==> config.mk <==
export PLATFORM = sky130hd
export DESIGN_NAME = shadow_nvm_ctrl
export DESIGN_NICKNAME = d
export VERILOG_FILES = /design/src/rtl/shadow_nvm_ctrl.sv
export SDC_FILE = /design/constraint.sdc
export NUM_CORES = 1
export LEC_CHECK = 0
export BUFFER_PORTS_ARGS = -buffer_cell sky130_fd_sc_hd__clkbuf_2
export CORE_ASPECT_RATIO = 2
export CORE_UTILIZATION = 54
export DETAILED_ROUTE_END_ITERATION = 10
export PLACE_DENSITY_LB_ADDON = 0.25
export RECOVER_POWER = 100
export SYNTH_ARGS = -nofsm -noshare
export SYNTH_HDL_FRONTEND = slang
export SYNTH_SLANG_ARGS = --single-unit
==> constraint.sdc <==
create_clock -name clk -period 2.6 [get_ports clk]
set_clock_uncertainty 0.2 [all_clocks]
set_input_delay 0.26 -clock clk [delete_from_list [all_inputs] [get_ports clk]]
set_output_delay 0.26 -clock clk [all_outputs]
set_load 0.005 [all_outputs]
==> src/rtl/shadow_nvm_ctrl.sv <==
module shadow_nvm_ctrl #(
  parameter int NREG = 4,
  parameter int DW = 8,
  parameter logic [NREG*DW-1:0] STORE_MASK = 32'h00FF_0FF0,
  parameter logic [NREG*DW-1:0] RESET_VAL  = 32'h5AA5_3CC3,
  localparam int AW = $clog2(NREG + 1),
  localparam int IW = (NREG > 1) ? $clog2(NREG) : 1
) (
  input  logic          clk,
  input  logic          rst_n,
  input  logic          host_wr,
  input  logic          host_rd,
  input  logic [AW-1:0] host_addr,
  input  logic [DW-1:0] host_wdata,
  output logic [DW-1:0] host_rdata,
  output logic          host_reject,
  output logic          busy,
  output logic          nvm_req,
  output logic          nvm_we,
  output logic [IW-1:0] nvm_addr,
  output logic [DW-1:0] nvm_wdata,
  input  logic          nvm_ready,
  input  logic [DW-1:0] nvm_rdata
);

  function automatic int first_stored();
    int r;
    r = -1;
    for (int i = 0; i < NREG; i++)
      if (r < 0 && STORE_MASK[i*DW +: DW] != '0) r = i;
    return (r < 0) ? 0 : r;
  endfunction

  function automatic int last_stored();
    int r;
    r = 0;
    for (int i = 0; i < NREG; i++)
      if (STORE_MASK[i*DW +: DW] != '0) r = i;
    return r;
  endfunction

  localparam int FIRST = first_stored();
  localparam int LAST  = last_stored();

  logic [DW-1:0]      regs [NREG];
  logic [NREG*DW-1:0] regs_flat;
  logic               op_prog;
  logic [IW-1:0]      idx, idx_nxt;
  logic [DW-1:0]      cur_mask;

  wire wr_ok    = host_wr && !busy;
  wire rd_ok    = host_rd && !busy;
  wire trig_hit = wr_ok && host_addr == AW'(NREG) && (host_wdata[0] || host_wdata[1]);
  wire step     = busy && nvm_ready;
  wire at_last  = idx == IW'(LAST);

  assign cur_mask = STORE_MASK[idx*DW +: DW];

  always_comb begin
    idx_nxt = idx;
    for (int i = NREG - 1; i >= 0; i--)
      if (i > int'(idx) && STORE_MASK[i*DW +: DW] != '0) idx_nxt = IW'(i);
  end

  always_ff @(posedge clk or negedge rst_n) begin
    if (!rst_n) begin
      busy    <= 1'b1;
      op_prog <= 1'b0;
      idx     <= IW'(FIRST);
    end else if (trig_hit) begin
      busy    <= 1'b1;
      op_prog <= host_wdata[0];
      idx     <= IW'(FIRST);
    end else if (step) begin
      if (at_last) busy <= 1'b0;
      else         idx  <= idx_nxt;
    end
  end

  always_ff @(posedge clk or negedge rst_n) begin
    if (!rst_n) begin
      for (int i = 0; i < NREG; i++) regs[i] <= RESET_VAL[i*DW +: DW];
    end else begin
      for (int i = 0; i < NREG; i++) begin
        if (step && !op_prog && idx == IW'(i))
          regs[i] <= (regs[i] & ~STORE_MASK[i*DW +: DW]) | (nvm_rdata & STORE_MASK[i*DW +: DW]);
        else if (wr_ok && host_addr == AW'(i))
          regs[i] <= host_wdata;
      end
    end
  end

  always_comb
    for (int i = 0; i < NREG; i++) regs_flat[i*DW +: DW] = regs[i];

  assign nvm_req     = busy;
  assign nvm_we      = busy && op_prog;
  assign nvm_addr    = idx;
  assign nvm_wdata   = nvm_we ? (regs[idx] & cur_mask) : '0;
  assign host_reject = host_rd && busy;
  assign host_rdata  = (rd_ok && host_addr < AW'(NREG)) ? regs[host_addr[IW-1:0]] : '0;

endmodule


==> impl_metrics.yaml, run 1 <==
setup_path:
  worstSetupPathType: "reg2out"
  required_ns: 2.14
  worstSetupEndpoint: "nvm_wdata[3]"
  startpoint: "nvm_addr[0]"
  arrival_ns: 1.89
  end_kind: "output port"
  r2r-start: "busy"
  crit_fanout: 6
  r2r.worst_path.cells: 4
  worst_r2r_endpoint: "regs[28]"
  start_kind: "flop"
  r2r_setup_slack_ns: 0.25
grt:
  grt_max_degree: 37
  overflow: 0
  grt_pass1_wl_mm: 9.49
  antenna_found_initial: 0
  grt_pass1_vias: 1982
  grt_use_total_pct: 31.8
detailed_routing:
  avgViaCountPerCell: 6.65
  wl_mm: 6.09
  route.detailed.drc: 0
  met1Wirelength_mm: 1.97
  drt_iter0_markers: 84
  top_layer: "met4"
  drt_pass1_iterations: 4
  postRouteAntennaNets: 0
  wire_per_inst_um: 22.0
  vias: 1841
  dr_wl_met2_mm: 3.35
  route.met3.wl_um: 415
power:
  p_switching_w: 0.000869
  p_per_area_nw_per_um2: 1040
  switching_share_pct: 33.9
  p_int_w: 0.00170
  ir_drop_mv: 0.631
  power.leakage_nw: 1.10
  clock_power_share_pct: 17.4
  total_power_w: 0.00256
  p_comb_share_pct: 38.2
  seqPwrFrac_pct: 44.5
yosys:
  synth_edf_count: 0
  yosysMostFrequentCell: "dfrtp_1"
  ys_warn_count: 0
  synthFlopType: "dfrtp_1"
  yosysSeqAreaShare_pct: 43.1
  synth_largest_area_cell: "dfrtp_1"
  async_flop_share_pct: 100
  synth_nets: 205
  syn_inst: 178
  synth_area_per_cell_um2: 12.0
  synth-seq-cells: 36
  synth_cell_types: 33
  syn_area_um2: 2140
  synth_top_area_share_pct: 22.2
  ys_top_cells_by_count: "dfrtp_1 (19), dfstp_2 (17), mux2_2 (17)"
  yosys-top-cells-area: "dfrtp_1 (22%), dfstp_2 (21%), mux4_2 (13%), mux2_2 (8.9%), a221o_1 (3.7%)"
clock_network:
  htreeDepth: 2
  cts.sinks: 36
  cts_buffers: 5
  clk_pin_slew_ns: 0.07
  cts_setup_buffers: 0
  clock_latency_ns: 0.29
  clockRootBuffer: "clkbuf_8"
  max-clock-path-buffers: 2
  cts_tree: "done"
  cts_resized: 0
placed_design:
  place_inst: 268
  gp_congestion: 0.827
  port-buffer-count: 45
  hpwl_mm: 4.40
finish:
  register_area_um2: 922
  multiInputGateArea_um2: 1120
  num-fill-cells: 319
  final_nets: 252
  area_growth_pct: 15.6
  diodes: 0
  finalNonFillerCells: 277
  drive_gt1_share_pct: 40.7
timing:
  worstMarginPinSlew_ns: 1.13
  setup_viol: 0
  rsz0062_at_grt: "false"
  fmax_ghz: 0.426
  period_needed_ns: 2.35
  tns_ns: 0
  hold_viol_final: 0
  period_share_pct: 90.3
  final-max-slew-violation-count: 0
  relSlewSlack_pct: 24.7
status:
  status: "finished, final reports clean"
floorplan:
  core-area_um2: 3800
  io_pins: 46
  die_height_um: 91.0
  die_x_um: 46.5
  dieArea_um2: 4240
  start_util_pct: 56.3
  core.rowCount: 32
min_path:
  worstHoldPathCells: 3
  hold_class: "in2reg"
run:
  drv_cap: 0
## state kept, by name, summed over array words and instances, names as in the netlist
| name | cells |
|---|---|
| regs | 32 |
| nvm_addr | 2 |
| busy | 1 |
| op_prog | 1 |
## per-layer routing
layer | vias to the layer above | global-route usage [%]
met5 | - | 0
met4 | 0 | 20.8
met3 | 30 | 3.78
met2 | 116 | 52.2
met1 | 911 | 36.0
li1 | 784 | -
## power by group through the flow
stage | clock network (W) | registers, W | logic, W
after floorplan | 0 | 0.00104 | 0.000729
after global placement | 0 | 0.00110 | 0.000948
after detailed placement | 0 | 0.00113 | 0.000994
after CTS | 0.000449 | 0.00113 | 0.00100
after global routing | 0.000469 | 0.00116 | 0.00106
final | 0.000445 | 0.00114 | 0.000978
## layout make-up
class	count	share of cell area (%)
Sequential cell	36	37.3
Timing Repair Buffer	51	10.2
Clock buffer	8	4.04
Multi-Input combinational cell	127	45.3
Tap cell	51	2.58
Inverter	4	0.607
## cell families (layout without fill, tap and decap cells)
group / count (synthesis) / count (layout) / synth area share [%]
AOI/OAI and AO/OA: 38 / 38 / 12.6
adders and majority gates: 3 / 3 / 1.75
buffers and inverters: 15 / 63 / 3.51
DFF: 36 / 36 / 43.1
muxes: 33 / 33 / 23.4
and+or+nand+nor: 53 / 53 / 15.7
## metrics by stage
| step | util, % | hold slack, ns | setup WS, ns | area, um^2 |
|---|---|---|---|---|
| 3_3_place_gp | 63.3 | 0.189 | 0.552 | 2410 |
| 4_1_cts | 66.2 | 0.00704 | 0.312 | 2520 |
| 6_report | 65.1 | 0.00744 | 0.252 | 2470 |
| 5_1_grt | 65.1 | 0.0199 | 0.103 | 2470 |
| 2_1_floorplan | - | -0.236 | 0.594 | 2140 |
| 3_5_place_dp | 63.3 | 0.217 | 0.514 | 2410 |
## worst min-delay path by stage
stage                  from          end  slack [ns]
2_1_floorplan         rst_n  nvm_addr[0]       -0.24
3_3_place_gp          rst_n      regs[0]        0.19
3_5_place_dp          rst_n      regs[0]        0.22
4_1_cts        nvm_rdata[5]     regs[13]       0.007
5_1_grt        nvm_rdata[5]     regs[13]        0.02
6_report       nvm_rdata[5]     regs[13]       0.007
## timing repair
action,CTS,global route
endpoints found under the hold margin,19,0
endpoints found under the setup margin,0,0
hold buffers,1,0
## placed cells by master, fill, tap and decap left out
| cell type | n |
|---|---|
| ha_1 | 3 |
| nor3b_1 | 2 |
| and2_0 | 2 |
| nand3_1 | 1 |
| a21oi_1 | 10 |
| or3b_1 | 1 |
| buf_4 | 3 |
| nor3_1 | 1 |
| clkbuf_8 | 7 |
| nand2b_1 | 1 |
| mux4_2 | 12 |
| and4b_1 | 4 |
| o21a_1 | 1 |
| dfrtp_1 | 19 |
| mux2i_1 | 4 |
| nor3_2 | 1 |
| and3b_1 | 1 |
| a31oi_1 | 1 |
| o21ai_0 | 8 |
| nand2_1 | 3 |
| clkbuf_1 | 13 |
| a21o_1 | 2 |
| a41oi_1 | 8 |
| dlygate4sd3_1 | 1 |
| mux2_2 | 17 |
| nand4b_1 | 1 |
| clkinv_1 | 1 |
| clkbuf_2 | 35 |
| and3_1 | 12 |
| dfstp_2 | 17 |
| nor2_1 | 15 |
| inv_1 | 3 |
| a221o_1 | 8 |
| and2_1 | 8 |
## critical path, cell delays in order, from the launching register on
cell and delay (ns):
dfrtp_1 0.35, clkbuf_1 0.39, mux4_2 0.57, and3_1 0.19, clkbuf_1 0.10
Note: power is estimated with default switching activity, not from simulation.
==> run 2, diff against run 1 <==
--- a/config.mk
+++ b/config.mk
@@ -5,9 +5,11 @@
 export SDC_FILE = /design/constraint.sdc
 export NUM_CORES = 1
 export LEC_CHECK = 0
+export ABC_AREA = 1
 export BUFFER_PORTS_ARGS = -buffer_cell sky130_fd_sc_hd__clkbuf_2
 export CORE_ASPECT_RATIO = 2
-export CORE_UTILIZATION = 54
+export CORE_MARGIN = 5
+export CORE_UTILIZATION = 55
 export DETAILED_ROUTE_END_ITERATION = 10
 export PLACE_DENSITY_LB_ADDON = 0.25
 export RECOVER_POWER = 100
==> impl_metrics.yaml, run 2 <==
finish:
  drive_gt1_share_pct: 22.3
  num-fill-cells: 446
  final_nets: 398
  largest-register: "regs"
  layout_commonest_cell: "nand2_1"
  largest_reg_flops: 32
  final_cell_mix: "nand2_1 (117), nand3_1 (34), inv_1 (33), clkbuf_2 (32), o21ai_0 (27)"
  diodes: 0
  area_growth_pct: 9.43
  finalNonFillerCells: 426
  design_area_um2: 2630
clock_network:
  cts.sinks: 36
  clk_pin_slew_ns: 0.08
  max-clock-path-buffers: 2
  cts_tree: "done"
  clockRootBuffer: "clkbuf_8"
  cts_buffers: 5
  clock_latency_ns: 0.29
  cts_setup_buffers: 0
  htreeDepth: 2
setup_path:
  cp_cell_sequence: "clkinv_1 -> ha_1 -> nand2_1 -> a21oi_1 -> clkbuf_2"
  end_kind: "output port"
  arrival_ns: 1.93
  slowest_stage: "dfrtp_1"
  start_kind: "flop"
  slowest_delay_ns: 0.57
  crit_fanout: 13
  required_ns: 2.14
  worstSetupPathType: "reg2out"
detailed_routing:
  drt_pass1_iterations: 4
  postRouteAntennaNets: 0
  avgViaCountPerCell: 5.40
  drt_iter0_markers: 67
  route.detailed.drc: 0
  vias: 2301
  wl_mm: 6.52
  wire_per_inst_um: 15.3
yosys:
  yosysSeqAreaShare_pct: 38.4
  syn_inst: 326
  synth_cell_types: 26
  synth_largest_area_cell: "dfrtp_1"
  yosys-top-cells-area: "dfrtp_1 (20%), dfstp_2 (19%), nand2_1 (18%), nand3_1 (5.8%), inv_1 (5.2%)"
  synth_area_per_cell_um2: 7.37
  synth-seq-cells: 36
  yosysMostFrequentCell: "nand2_1"
  ys_warn_count: 0
  synth_nets: 353
  synth_edf_count: 0
  synth_top_area_share_pct: 19.8
  synthFlopType: "dfrtp_1"
  ys_top_cells_by_count: "nand2_1 (116), inv_1 (33), nand3_1 (28)"
  async_flop_share_pct: 100
  syn_area_um2: 2400
placed_design:
  place_ws_ns: 0.457
  hpwl_mm: 5.19
  port-buffer-count: 45
  dpl_cell_area_um2: 2620
  gp_congestion: 0.937
  place_inst: 416
timing:
  holdWs_ns: 0.00394
  final-max-slew-violation-count: 0
  worstMarginPinSlew_ns: 0.900
  relSlewSlack_pct: 40.0
  period_share_pct: 92.1
  setup_viol: 0
  fmax_ghz: 0.418
  fin_ws_ns: 0.205
  period_needed_ns: 2.39
  rsz0062_at_grt: "false"
  hold_viol_final: 0
  tns_ns: 0
power:
  power.leakage_nw: 1.42
  p_per_area_nw_per_um2: 917
  ir_drop_mv: 0.581
floorplan:
  core.rowCount: 34
  die_height_um: 103
  dieArea_um2: 5870
  start_util_pct: 55.9
  io_pins: 46
  core-area_um2: 4300
  die_x_um: 56.7
run:
  drv_cap: 0
grt:
  grt_max_degree: 37
  overflow: 0
  grt_use_total_pct: 23.8
  grt_pass1_wl_mm: 10.6
  antenna_found_initial: 0
  grt_pass1_vias: 2253
min_path:
  hold_class: "in2reg"
status:
  status: "finished, final reports clean"
==> run 2: cell count changes after synthesis, sizes merged, moves of 12 or more <==
| cell | delta |
|---|---|
| nand2 | +124 |
| inv | +37 |
| nand3 | +37 |
| o21ai | +24 |
| mux2 | -17 |
| and3 | -12 |
| mux4 | -12 |
==> run 2: kinds of logic after synthesis <==
logic type | synth area share, %
buf+inv | 9.37
simple gates | 38.6
flops | 38.4
compound gates | 12.1
fa+ha+maj | 1.56
==> run 2: what timing repair did <==
item,CTS,global route
hold buffers,2,0
endpoints found under the setup margin,0,0
resized for setup,0,0
hold endpoints to repair,20,0
==> run 2: metrics by stage <==
stage,utilization (%),power [W]
after floorplan,-,0.00178
after global placement,61.1,0.00205
after detailed placement,61.1,0.00208
after CTS,63.7,0.00250
after global routing,61.2,0.00261
final,61.2,0.00241
==> run 2: per-layer routing <==
layer  track usage (%)  up-vias  share of wire, %  routed length, um
met5                 0        -                 0                  0
met4              16.8        0               6.1                399
met3              4.10       28               4.9                318
met2              43.3       92                53               3470
met1              24.3     1058                36               2330
li1                  -     1123                 -                  -
==> run 2: where the power goes <==
part / internal [W] / switching [W]
Sequential: 0.000877 / 0.000250
Clock: 0.000211 / 0.000198
Combinational: 0.000331 / 0.000542
==> run 2: final timing paths <==
path | start | end | slack [ns] | depth (start not counted)
min | nvm_rdata[2] | regs[18] | 0.004 | 3
max in group asynchronous | rst_n | regs[22] | 1.20 | 2
max | nvm_addr[0] | nvm_wdata[0] | 0.21 | 5
min in group asynchronous | rst_n | regs[16] | 0.42 | 2
max reg2reg | nvm_addr[0] | regs[15] | 0.33 | 6
min reg2reg | regs[23] | regs[23] | 0.29 | 2
==> run 2: critical path: cells and delay by family, from the launching register on <==
family	cells	cell delay, ns
flip-flops	1	0.57
buffers and inverters	2	0.45
adder cells (fa/ha/maj)	1	0.37
AO/OA/AOI/OAI	1	0.15
AND/OR/NAND/NOR	1	0.09
==> run 2: area by class of cell <==
type,instances,area [um^2],area share [%]
flip-flops and latches,36,922,35.1
repair buffers,47,229,8.71
clock inverters,2,10.0,0.381
well taps,54,67.6,2.57
inverters,41,154,5.85
clock buffers,6,82.6,3.14
multi-input cells,240,1160,44.3
